File: config.mk
export PLATFORM = sky130hd
export DESIGN_NAME = ext_irq_detect
export DESIGN_NICKNAME = d
export VERILOG_FILES = /design/src/rtl/ext_irq_pkg.sv /design/src/rtl/eid_sync.sv /design/src/rtl/eid_level.sv /design/src/rtl/eid_request.sv /design/src/rtl/ext_irq_detect.sv
export SDC_FILE = /design/constraint.sdc
export NUM_CORES = 1
export LEC_CHECK = 0
export ABC_CLOCK_PERIOD_IN_PS = 3000
export BUFFER_PORTS_ARGS = -buffer_cell sky130_fd_sc_hd__buf_2
export CORE_AREA = 2 2 39 41
export DETAILED_ROUTE_END_ITERATION = 7
export DIE_AREA = 0 0 41 43
export HOLD_SLACK_MARGIN = 0.02
export SYNTH_ARGS = -nofsm -noshare
export SYNTH_HDL_FRONTEND = slang
export SYNTH_SLANG_ARGS = --single-unit
File: constraint.sdc
create_clock -name clk -period 3 [get_ports clk]
set_input_delay 0 -clock clk [delete_from_list [all_inputs] [get_ports clk]]
set_output_delay 0 -clock clk [all_outputs]
set_load 0.05 [all_outputs]
File: src/rtl/ext_irq_pkg.sv
package ext_irq_pkg;
  typedef enum logic [1:0] {
    EDGE_RISE = 2'b00,
    EDGE_FALL = 2'b01,
    EDGE_BOTH = 2'b10,
    EDGE_RSVD = 2'b11
  } edge_mode_t;
endpackage

File: src/rtl/eid_sync.sv
module eid_sync #(
  parameter int STAGES = 2
) (
  input  logic clk,
  input  logic rst,
  input  logic d,
  output logic q
);
  logic [STAGES-1:0] ff;

  always_ff @(posedge clk) begin
    if (rst) ff <= '0;
    else     ff <= {ff[STAGES-2:0], d};
  end

  assign q = ff[STAGES-1];
endmodule

File: src/rtl/eid_level.sv
module eid_level #(
  parameter int NUM_STROBES = 3,
  parameter int DEPTH       = 3,
  localparam int SELW       = $clog2(NUM_STROBES + 1)
) (
  input  logic                   clk,
  input  logic                   rst,
  input  logic                   smp,
  input  logic [SELW-1:0]        filt_sel,
  input  logic [NUM_STROBES-1:0] strobes,
  output logic                   rise,
  output logic                   fall,
  output logic                   filt_on
);
  logic             lvl;
  logic [DEPTH-2:0] hist;
  logic             stb;
  logic             agree;
  logic             take;

  always_comb begin
    stb = 1'b0;
    for (int i = 0; i < NUM_STROBES; i++)
      if (filt_sel == SELW'(i + 1)) stb = strobes[i];
  end

  always_comb begin
    agree = 1'b1;
    for (int i = 0; i < DEPTH - 1; i++)
      if (hist[i] != smp) agree = 1'b0;
  end

  assign filt_on = (filt_sel != '0);
  assign take    = filt_on ? (stb && agree) : 1'b1;
  assign rise    = take &&  smp && !lvl;
  assign fall    = take && !smp &&  lvl;

  always_ff @(posedge clk) begin
    if (rst) begin
      lvl  <= 1'b0;
      hist <= '0;
    end else begin
      if (filt_on && stb) hist <= {hist[DEPTH-3:0], smp};
      if (take)           lvl  <= smp;
    end
  end
endmodule

File: src/rtl/eid_request.sv
module eid_request
  import ext_irq_pkg::*;
#(
  parameter int NUM_SRC = 4,
  localparam int SRCW   = $clog2(NUM_SRC)
) (
  input  logic               clk,
  input  logic               rst,
  input  logic               rise,
  input  logic               fall,
  input  logic               filt_on,
  input  edge_mode_t         edge_mode,
  input  logic               immediate,
  input  logic               cnt_en,
  input  logic [SRCW-1:0]    src_sel,
  input  logic [NUM_SRC-1:0] src_ticks,
  input  logic               irq_clr,
  output logic               irq
);
  logic hit;
  logic deferred_mode;
  logic tick;
  logic direct;
  logic defer;
  logic fire;
  logic pend;

  always_comb begin
    unique case (edge_mode)
      EDGE_RISE: hit = rise;
      EDGE_FALL: hit = fall;
      EDGE_BOTH: hit = rise | fall;
      default:   hit = 1'b0;
    endcase
  end

  assign deferred_mode = !filt_on && !immediate && cnt_en;
  assign tick          = src_ticks[src_sel];
  assign direct        = hit && (filt_on || immediate);
  assign defer         = hit && deferred_mode;
  assign fire          = pend && tick && deferred_mode;

  always_ff @(posedge clk) begin
    if (rst) begin
      pend <= 1'b0;
      irq  <= 1'b0;
    end else begin
      pend <= deferred_mode && (defer || (pend && !tick));
      irq  <= direct || fire || (irq && !irq_clr);
    end
  end
endmodule

File: src/rtl/ext_irq_detect.sv
module ext_irq_detect
  import ext_irq_pkg::*;
#(
  parameter int NUM_STROBES = 3,
  parameter int NUM_SRC     = 4,
  parameter int SYNC_STAGES = 2,
  parameter int FILT_DEPTH  = 3,
  localparam int FSW        = $clog2(NUM_STROBES + 1),
  localparam int SRCW       = $clog2(NUM_SRC)
) (
  input  logic                   clk,
  input  logic                   rst,
  input  logic                   pin_in,
  input  logic [NUM_STROBES-1:0] samp_stb,
  input  logic [NUM_SRC-1:0]     src_ticks,
  input  logic                   cnt_en,
  input  logic [1:0]             edge_sel,
  input  logic [SRCW-1:0]        src_sel,
  input  logic                   immediate,
  input  logic [FSW-1:0]         filt_sel,
  input  logic                   irq_clr,
  output logic                   pin_raw,
  output logic                   irq_req
);
  logic rise;
  logic fall;
  logic filt_on;

  eid_sync #(.STAGES(SYNC_STAGES)) u_sync (
    .clk(clk), .rst(rst), .d(pin_in), .q(pin_raw)
  );

  eid_level #(.NUM_STROBES(NUM_STROBES), .DEPTH(FILT_DEPTH)) u_level (
    .clk(clk), .rst(rst), .smp(pin_raw), .filt_sel(filt_sel),
    .strobes(samp_stb), .rise(rise), .fall(fall), .filt_on(filt_on)
  );

  eid_request #(.NUM_SRC(NUM_SRC)) u_req (
    .clk(clk), .rst(rst), .rise(rise), .fall(fall), .filt_on(filt_on),
    .edge_mode(edge_mode_t'(edge_sel)), .immediate(immediate),
    .cnt_en(cnt_en), .src_sel(src_sel), .src_ticks(src_ticks),
    .irq_clr(irq_clr), .irq(irq_req)
  );
endmodule

* Yosys cells after proc, flatten, opt, wreduce, memory -nomap -nowiden *
Index checks and enable logic that the tools add are counted.

word-level totals
  flip-flop bits (word level) = 7
  input port bits = 19
  output and inout port bits = 2
  word-level logic and storage cells = 50

cells by class
  magnitude comparators = 1
  equality and inequality tests = 7
  muxes and demuxes = 9
  bitwise gates (word level) = 1
  reductions and logical operators = 27

operators with widths
  kind                                                                   number
  1-bit logical AND                                                      15
  1-bit two-way mux                                                      7
  2-bit == test (second input constant)                                  3
  1-bit zero test                                                        6
  2-bit by 1-bit == test with 1-bit output (second input constant)       2
  1-bit logical OR                                                       4
  2-bit by 3-bit < comparator with 1-bit output (second input constant)  1
  1-bit case mux with 3 select lines                                     1
  1-bit binary-select mux with 2-bit select                              1
  2-bit zero test                                                        1
  1-bit inequality test                                                  2
  2-bit nonzero test                                                     1
  1-bit OR                                                               1

* Longest topological paths before layout *
Gate-level depths: netlist of run 1.

  word-level depth = 13
  depth in mapped cells = 4
  depth with buffers taken out = 4

* Cells and area by module *
From an unflattened synthesis of run 1, not the netlist that was laid out.

unflattened totals
  cell total of the unflattened synthesis = 47
  area, all modules = 432.9 um^2

by module, submodules not included
  module       times used  cells each  area an instance (um^2)  seq. area each (um^2)
  eid_level    1           23          202.7                    60.1
  eid_request  1           20          177.7                    40.0
  eid_sync     1           4           52.6                     40.0

* Worst setup path before layout of run 1 *
Ideal clock, no wire load.

  kind = reg2reg
  start point = reg u_sync.ff[1]
  end point = reg u_req.irq
  setup time = 0.075 ns
  arrival = 1.332 ns
  data required time = 2.925 ns
  path slack = 1.593 ns
  stages on the path, launching flop included = 5
  path buffers = 0
  period minus slack after synthesis = 1.407 ns
  cells stage by stage = dfxtp_1 > nor3b_1 > a31oi_1 > or2_2 > o22ai_1

on the way
  longest elaborated chain between the ends = 12
  elaborated cells between the ends (all ways) = 16
  those cells by class = 2 x eq/ne; 4 x mux; 1 x bitwise; 9 x reduce/logical

RTL lines
  element                                                    line                              RTL
  from (decl)                                                eid_sync.sv:9                     logic [STAGES-1:0] ff;
  from (signal assigned)                                     eid_sync.sv:13                    else ff <= {ff[STAGES-2:0], d};
  1-bit inequality test                                      eid_level.sv:30                   if (hist[i] != smp) agree = 1'b0;
  1-bit two-way mux (2 in series)                            eid_level.sv:30
  1-bit logical AND                                          eid_level.sv:34                   assign take = filt_on ? (stb && agree) : 1'b1;
  1-bit two-way mux                                          eid_level.sv:34
  1-bit logical AND, on equally long branches (2 in series)  eid_level.sv:35, eid_level.sv:36
  1-bit OR                                                   eid_request.sv:32                 EDGE_BOTH: hit = rise | fall;
  1-bit case mux with 3 select lines *                       eid_request.sv:29                 unique case (edge_mode)
  1-bit logical AND *                                        eid_request.sv:39                 assign direct = hit && (filt_on || immediate);
  1-bit logical OR * (2 in series)                           eid_request.sv:49                 irq <= direct || fire || (irq && !irq_clr);
  to (signal assigned)                                       eid_request.sv:49
  to (decl)                                                  eid_request.sv:18                 output logic irq

Mark *: on every way between the ends. The rest lies on a longest branch, timed or not.
A chain may end at the register's enable or synchronous reset.

* Worst setup path in the final report of run 1 *
  start point = in rst
  end point = reg u_sync.ff[0]

RTL lines
  element      line                  RTL
  from (decl)  ext_irq_detect.sv:12  input logic rst,

No word-level cell between the ends.

==> results of run 1 <==
logic make-up after synthesis:
| kind of cell | share of synthesized area [%] |
|---|---|
| simple gates | 21.7 |
| buf+inv | 2.91 |
| mux | 19.4 |
| xor+xnor | 2.27 |
| compound gates | 17.5 |
| flops | 36.2 |
report_power, final:
group          switching, mW  internal, mW
Sequential           0.00190        0.0951
Combinational         0.0182        0.0225
Clock                 0.0347        0.0508
tightest hold or removal path, delay by kind of cell:
family	cells	cell delay (ns)
buffers and inverters	1	0.09
AOI/OAI and AO/OA	2	0.20
through the flow:
stage | area (um^2) | cells
finish | 563 | 83
global route | 563 | 83
CTS | 563 | 83
detailed placement | 507 | 76
global placement | 507 | 76
floorplan | 387 | 40
worst max path at each step:
| stage | startpoint | endpoint | slack, ns |
|---|---|---|---|
| after floorplan | u_sync.ff[1] | u_req.irq | 1.59 |
| after detailed placement | u_sync.ff[1] | u_req.irq | 1.84 |
| after CTS | u_sync.ff[1] | u_req.irq | 1.82 |
| after global placement | u_sync.ff[1] | u_req.irq | 1.90 |
| final | rst | u_sync.ff[0] | 1.83 |
| after global routing | u_sync.ff[1] | u_req.irq | 1.75 |
registers in the layout, summed over array words and instances (netlist names):
signal / cells
u_level.hist: 2
u_req.pend: 1
u_req.irq: 1
u_level.lvl: 1
u_sync.ff: 2
Yosys cell counts, types with 2 or more instances:
cell / n
mux2i_1: 3
nor2_1: 4
o21ai_0: 3
dfxtp_1: 7
nand2_1: 2
nor2b_1: 2
inv_1: 3
final cells by class:
| cell class | instances | area (um^2) |
|---|---|---|
| tap | 16 | 20.0 |
| timing repair buffer | 23 | 130 |
| fill | 147 | 821 |
| multi-input combinational | 30 | 235 |
| sequential | 7 | 140 |
| inverter | 3 | 11.3 |
| clock buffer | 4 | 26.3 |
routing by layer:
metal / wire, um / vias to the layer above / share of wire [%] / GRT usage (%)
met5: 0 / - / 0 / 0
met4: 0 / 0 / 0 / 10.0
met3: 55 / 0 / 6.6 / 3.14
met2: 395 / 13 / 47 / 15.6
met1: 384 / 177 / 46 / 11.7
li1: - / 200 / - / -
what timing repair did:
action,in CTS,in global routing
hold endpoints to repair,3,0
gates resized for setup,0,0
hold buffers,3,0
==> results.toml, run 1 <==
[timing]
rsz0062_at_grt = "false"
finClkSkew_ns = 0.00293
relSlewSlack_pct = 76.0
fin_crit_sh_pct = 39.0
tightest_slew_ns = 0.355
finalHoldViolCount = 0
fin_hold_ws_ns = 0.0838
final.setup.worst_slack_ns = 1.83
setup_viol = 0
fin_tns_setup_ns = 0
finalCriticalPeriod_ns = 1.17
fmax_ghz = 0.854
maxSlewViolCount = 0

[routing]
drt_iter0_markers = 5
vias = 390
wl_um = 835
routed_via_density = 4.70
dr.pass1.iters = 4
ant_nets = 0
drc = 0
wire_per_inst_um = 10.1

[floorplanning]
fp.coreArea_mm2 = 0.00138
die_x_um = 41
rows = 14
die_h_um = 43
initial_core_util_pct = 27.9
dieArea_mm2 = 0.00176
io_pins = 21

[synthesis]
synth.top_cell.area_share_pct = 36.2
syn-num-nets = 59
synth_flop_cell = "dfxtp_1"
yosysWarnings = 0
yosysUniqueCellTypes = 23
synth_area_leaders = "dfxtp_1, mux2i_1, mux2i_4, mux4_2, o21ai_0"
synth_top_cell_by_area = "dfxtp_1"
synth.avg_cell_area_um2 = 9.67
ys_ff_latch = 7
async_flop_share_pct = 0
syn_inst = 40
synth_edf_count = 0
synth_area_um2 = 387
yosysSeqAreaShare_pct = 36.2

[worst_setup_path]
cp_num_cells = 4
cp_cell_sequence = "dlygate4sd3_1 -> buf_2 -> nor2b_1 -> dlygate4sd3_1"
r2r_slack_ns = 1.83
r2r_start = "u_sync.ff[1]"
path_delay_family = "buffers and inverters"
r2r-end = "u_req.irq"
cp_slowest_cell = "dlygate4sd3_1"
rr_worst_depth = 4
cp_common_cell = "dlygate4sd3_1"
crit_arrival_ns = 1.31
crit_type = "primary input to register"
slowest_delay_ns = 0.55
path_max_fanout = 8
crit_required_ns = 3.14
critPathLaunchType = "primary input"
endpoint_kind = "register"
worstPathBufferInverterCount = 3

[placed_design]
place.gp.congestion = 0.626
io_buffers = 20
dp_slack_ns = 1.84
hpwlAfterDp_um = 635

[worst_hold_path]
min_from = "immediate"
holdPathEnd = "u_req.irq"
holdPathStages = 3
hold_class = "primary input to register"

[finish]
final_layout_size_suffix_gt1_share_pct = 41.8
layout_common_cells = "buf_2, dfxtp_1, nor2_1"
utilization_pct = 40.7
nets = 87
final_common_cell = "buf_2"
diodes = 0
area_delta_synth_final_pct = 45.6

[global_route]
globalRouteOverflowTotal = 0
grt_usage_pct = 10.8
grt_pass1_wl_um = 1230
grt_max_degree = 9
grt_antenna_before_repair = 0
grt_pass1_vias = 329

[power_and_ir_drop]
ir_worst_vdd_v = 0.000225
power_density_mw_per_mm2 = 396
leakagePower_nw = 0.247
p_total_uw = 223

[cts]
cts_tree = "built"
root_buffer = "clkbuf_4"
cts_buffers = 3
htree_num_levels = 1
cts.sink_count = 7
cts_max_path_buffers = 2
clk_pin_slew_worst_paths_ns = 0.05
post_cts_buffers = 0
clk-insertion-delay-late_ns = 0.25

[status]
status = "finished, final reports clean"

[flow_run]
cap_viol_max_count = 0
Note: power is estimated with default switching activity, not from simulation.
==> run 2, diff against run 1 <==
- ABC_AREA: default -> 1
- ABC_CLOCK_PERIOD_IN_PS: 3000 -> 1000
- clock period: 3 -> 1 ns (I/O delays scaled with it)
==> run 2 against run 1 <==
Effect of this change: final cell count increased by 27%; register-to-register slack got worse by 1.8 ns; sequential power rose to 3.1 times the previous value; non-clock buffer count fell by 1; hold slack better by 0.023 ns; flip-flop and latch count did not move; die area stayed put; setup slack got worse by 1.8 ns; global-route usage grew 0.10 points; first-iteration DRC count increased by 20%; largest cell class unchanged; critical path depth is 3 higher.
==> results.toml, run 2 <==
[cts]
root_buffer = "clkbuf_4"
cts_buffers = 3
clk_pin_slew_worst_paths_ns = 0.05
htree_num_levels = 1
post_cts_buffers = 0
cts_max_path_buffers = 2
cts_tree = "built"
clk-insertion-delay-late_ns = 0.25
cts.sink_count = 7

[global_route]
grt_antenna_before_repair = 0
grt_pass1_wl_um = 1280
grt_pass1_vias = 381
grt_max_degree = 7
globalRouteOverflowTotal = 0
grt_usage_pct = 10.9

[placed_design]
post-place-cells = 99
place.gp.congestion = 0.719
hpwlAfterDp_um = 669
placed_cell_area_um2 = 531
io_buffers = 20
dp_slack_ns = 0.00366

[finish]
reg_top3 = "u_level.hist x2, u_sync.ff x2"
regArea_um2 = 144
diodes = 0
stdcell_area_um2 = 603
multi_input_area_um2 = 248
final_cells = 105
utilization_pct = 43.6
layout_common_cells = "buf_2, inv_1, nand2_1"
final_common_cell = "buf_2"
final_layout_size_suffix_gt1_share_pct = 43.8
area_delta_synth_final_pct = 48.3
nets = 109
fillCellCount = 162

[synthesis]
yosysUniqueCellTypes = 12
synth_edf_count = 0
async_flop_share_pct = 0
syn-num-nets = 82
synth_area_leaders = "dfxtp_1, nand3_1, inv_1, nand2_1, nor2_1"
netlist_top_cells_count = "inv_1, nand2_1, nand3_1"
synth.top_cell.area_share_pct = 34.5
synth_area_um2 = 407
yosysMostFrequentCell = "inv_1"
ys_ff_latch = 7
syn_inst = 63
yosysSeqAreaShare_pct = 34.5
synth_top_cell_by_area = "dfxtp_1"
synth_flop_cell = "dfxtp_1"
yosysWarnings = 0
synth.avg_cell_area_um2 = 6.45

[floorplanning]
rows = 14
initial_core_util_pct = 29.4
die_h_um = 43
io_pins = 21
dieArea_mm2 = 0.00176
fp.coreArea_mm2 = 0.00138
die_x_um = 41

[status]
status = "finished, final reports clean"

[timing]
fin_hold_ws_ns = 0.107
fin_tns_setup_ns = 0
tightest_slew_ns = 0.252
final.setup.worst_slack_ns = 0.0562
finalHoldViolCount = 0
fin_crit_sh_pct = 94.4
maxSlewViolCount = 0
relSlewSlack_pct = 83.3
finalCriticalPeriod_ns = 0.944
finClkSkew_ns = 0.00224
rsz0062_at_grt = "true"
setup_viol = 0
fmax_ghz = 1.06

[worst_setup_path]
crit_arrival_ns = 1.13
endpoint_kind = "register"
slowest_delay_ns = 0.36
cp_slowest_cell = "dfxtp_4"
crit_required_ns = 1.18
cp-startpoint = "u_sync.ff[1]"
path_max_fanout = 6
crit_type = "register to register"
cp_common_cell = "nand2_1"
r2r_start = "u_sync.ff[1]"
cp_cell_sequence = "nor2_2 -> nand2_1 -> nand2_1 -> nand2_2 -> nand2_4 -> nand3_2 -> a21oi_1"
critPathLaunchType = "register"

[flow_run]
cap_viol_max_count = 0

[routing]
ant_nets = 0
wire_per_inst_um = 7.78
dr.pass1.iters = 4
routed_via_density = 4.48
drc = 0
wl_um = 817
drt_iter0_markers = 6
vias = 470

[power_and_ir_drop]
p_total_uw = 696
leakagePower_nw = 0.297
power_density_mw_per_mm2 = 1150
ir_worst_vdd_v = 0.000587

[worst_hold_path]
min_from = "irq_clr"
hold_class = "primary input to register"
-- run 2: cell types whose count changed after synthesis, sizes merged, moves of 2 or more --
cell / change
a21oi: +6
inv: +9
mux2i: -4
nand2: +11
nand3: +10
nor2: +6
nor2b: -2
-- run 2: timing repair --
| action | CTS | global route |
|---|---|---|
| setup endpoints to repair | 0 | 3 |
| resized for setup | 0 | 8 |
| hold endpoints to repair | 5 | 0 |
| hold buffers | 2 | 0 |
-- run 2: cell type report --
class                      instances  area share [%]
sequential                         7            23.9
multi-input combinational         44            41.1
inverter                          12            7.47
timing repair buffer              22            19.9
clock buffer                       4            4.36
tap                               16            3.32
-- run 2: power by group --
group          internal [mW]  leakage [nW]  total (mW)  switching [mW]
Combinational         0.0649         0.224       0.146          0.0810
Sequential             0.291        0.0580       0.301         0.00971
Clock                  0.152        0.0150       0.249          0.0973
Total                  0.508         0.297       0.696           0.188
-- run 2: routing by layer --
| layer | up-vias | GRT usage, % | routed length (um) |
|---|---|---|---|
| li1 | 250 | - | - |
| met1 | 202 | 9.42 | 348 |
| met2 | 18 | 19.1 | 407 |
| met3 | 0 | 4.71 | 61 |
| met4 | 0 | 6.00 | 0 |
| met5 | - | 0 | 0 |
-- run 2: critical path, delay by kind of cell, from the launching register on --
| family | cells | cell delay (ns) |
|---|---|---|
| AND/OR/NAND/NOR | 6 | 0.39 |
| flip-flops | 1 | 0.36 |
| AO/OA/AOI/OAI | 1 | 0.13 |
-- run 2: worst paths after layout --
kind / to / slack [ns] / depth (start not counted)
worst max-delay path: u_req.pend / 0.06 / 7
worst min-delay path: u_req.irq / 0.11 / 4
worst max register to register: u_req.pend / 0.06 / 7
worst min register to register: u_sync.ff[1] / 0.40 / 2
-- run 2: kinds of logic (layout without fill, tap and decap cells) --
kind of cell / count (synthesis) / count (layout) / synth area share [%]
simple gates: 35 / 35 / 42.5
buf+inv: 12 / 38 / 11.1
compound gates: 9 / 9 / 12.0
flops: 7 / 7 / 34.5
==> run 3, diff against run 2 <==
- ABC_AREA: 1 -> 0
- CAP_MARGIN: default -> 20
==> run 3 against run 2 <==
Effect of this change: the run now ends with setup timing left; final cell count fell by 18%; critical path depth fell by 3; register-to-register slack got worse by 0.07 ns; via count fell by 14%; critical endpoint unchanged; largest power group unchanged.
==> results.toml, run 3 (same netlist as run 1, synthesis figures left out) <==
[status]
status = "complete, but fails checks"
failed_checks = "setup timing"

[cts]
root_buffer = "clkbuf_4"
clk-insertion-delay-late_ns = 0.26
cts.sink_count = 7
post_cts_buffers = 0
cts_tree = "built"
htree_num_levels = 1
cts_buffers = 3
clk_pin_slew_worst_paths_ns = 0.06
cts_max_path_buffers = 2

[worst_setup_path]
endpoint_kind = "register"
cp_slowest_cell = "dfxtp_4"
slowest_delay_ns = 0.35
path_max_fanout = 5
crit_required_ns = 1.15
cp_cell_sequence = "nor3b_2 -> a31oi_1 -> o21ai_1 -> and3b_1"
crit_arrival_ns = 1.16
worstPathBufferInverterCount = 0
path_delay_family = "flip-flops"
critPathLaunchType = "register"
r2r_slack_ns = -0.01
crit_type = "register to register"

[placed_design]
place.gp.congestion = 0.652
dp_slack_ns = -0.0257
hpwlAfterDp_um = 696
post-place-cells = 80
io_buffers = 20

[routing]
wl_met1_um = 410
drc = 0
drt_iter0_markers = 6
vias = 405
wl_um = 910
routed_via_density = 4.71
ant_nets = 0
wl_met3_um = 79
highest_layer = "met4"
dr.pass1.iters = 4
wire_per_inst_um = 10.6
wl_met2_um = 414

[power_and_ir_drop]
ir_worst_vdd_v = 0.000750
leakagePower_nw = 0.268
power_density_mw_per_mm2 = 1140
p_total_uw = 686

[flow_run]
cap_viol_max_count = 0

[finish]
final_cells = 86
fillCellCount = 155
nets = 90
layout_common_cells = "buf_2, dfxtp_1, nor2_1, buf_4"
diodes = 0
area_delta_synth_final_pct = 55.0
reg_top3 = "u_level.hist x2, u_sync.ff x2"
final_common_cell = "buf_2"
final_layout_size_suffix_gt1_share_pct = 50.0

[timing]
fin_tns_setup_ns = -0.0108
maxSlewViolCount = 0
fin_crit_sh_pct = 101
relSlewSlack_pct = 75.3
finalHoldViolCount = 0
fmax_ghz = 0.989
finClkSkew_ns = 0.0120
rsz0062_at_grt = "true"
final.setup.worst_slack_ns = -0.0108
setup_viol = 1
tightest_slew_ns = 0.365
finalCriticalPeriod_ns = 1.01

[floorplanning]
fp.coreArea_mm2 = 0.00138
initial_core_util_pct = 27.9
dieArea_mm2 = 0.00176
io_pins = 21
rows = 14
die_h_um = 43
die_x_um = 41

[worst_hold_path]
hold_class = "primary input to register"

[global_route]
grt_usage_pct = 12.8
grt_max_degree = 9
grt_pass1_wl_um = 1460
grt_pass1_vias = 370
globalRouteOverflowTotal = 0
grt_antenna_before_repair = 0
## run 3: routing by layer
metal	vias up	GRT usage (%)
met2	17	17.8
li1	210	-
met1	176	14.1
met3	2	9.42
met4	0	6.00
met5	-	0
## run 3: final cells by class
type | instances | area, um^2 | share of cell area [%]
Timing Repair Buffer | 26 | 150 | 25.1
Clock buffer | 4 | 26.3 | 4.38
Tap cell | 16 | 20.0 | 3.34
Inverter | 3 | 11.3 | 1.88
Sequential cell | 7 | 144 | 24.0
Multi-Input combinational cell | 30 | 248 | 41.3
## run 3: path summary, 6_finish.rpt
path / start / to / cells after the start
min reg2reg: u_sync.ff[0] / u_sync.ff[1] / 1
max reg2reg: u_sync.ff[1] / u_req.pend / 4
min: immediate / u_req.irq / 3
max: u_sync.ff[1] / u_req.pend / 4
## run 3: per-stage QoR
stage | instance area (um^2) | hold WS (ns) | util, %
finish | 599 | 0.0359 | 43.3
global route | 599 | 0.0366 | 43.3
CTS | 594 | 0.0438 | 42.9
detailed placement | 548 | 0.215 | 39.6
global placement | 548 | 0.214 | 39.6
floorplan | 398 | 0.0619 | -
## run 3: report_power, final
| part | switching [mW] | total (mW) | internal, mW |
|---|---|---|---|
| clock network | 0.112 | 0.265 | 0.153 |
| logic | 0.0609 | 0.133 | 0.0724 |
| registers | 0.00389 | 0.288 | 0.284 |
| total | 0.177 | 0.686 | 0.509 |
## run 3: worst register-to-register path: stages (launching register included)
cell and delay [ns]:
dfxtp_4 0.35, nor3b_2 0.14, a31oi_1 0.17, o21ai_1 0.08, and3b_1 0.17
## run 3: repair_timing
action                     CTS  global route
hold endpoints to repair     3             0
setup endpoints to repair    2             2
pin swaps                    1             0
hold buffers                 2             0
gates resized for setup      0             1
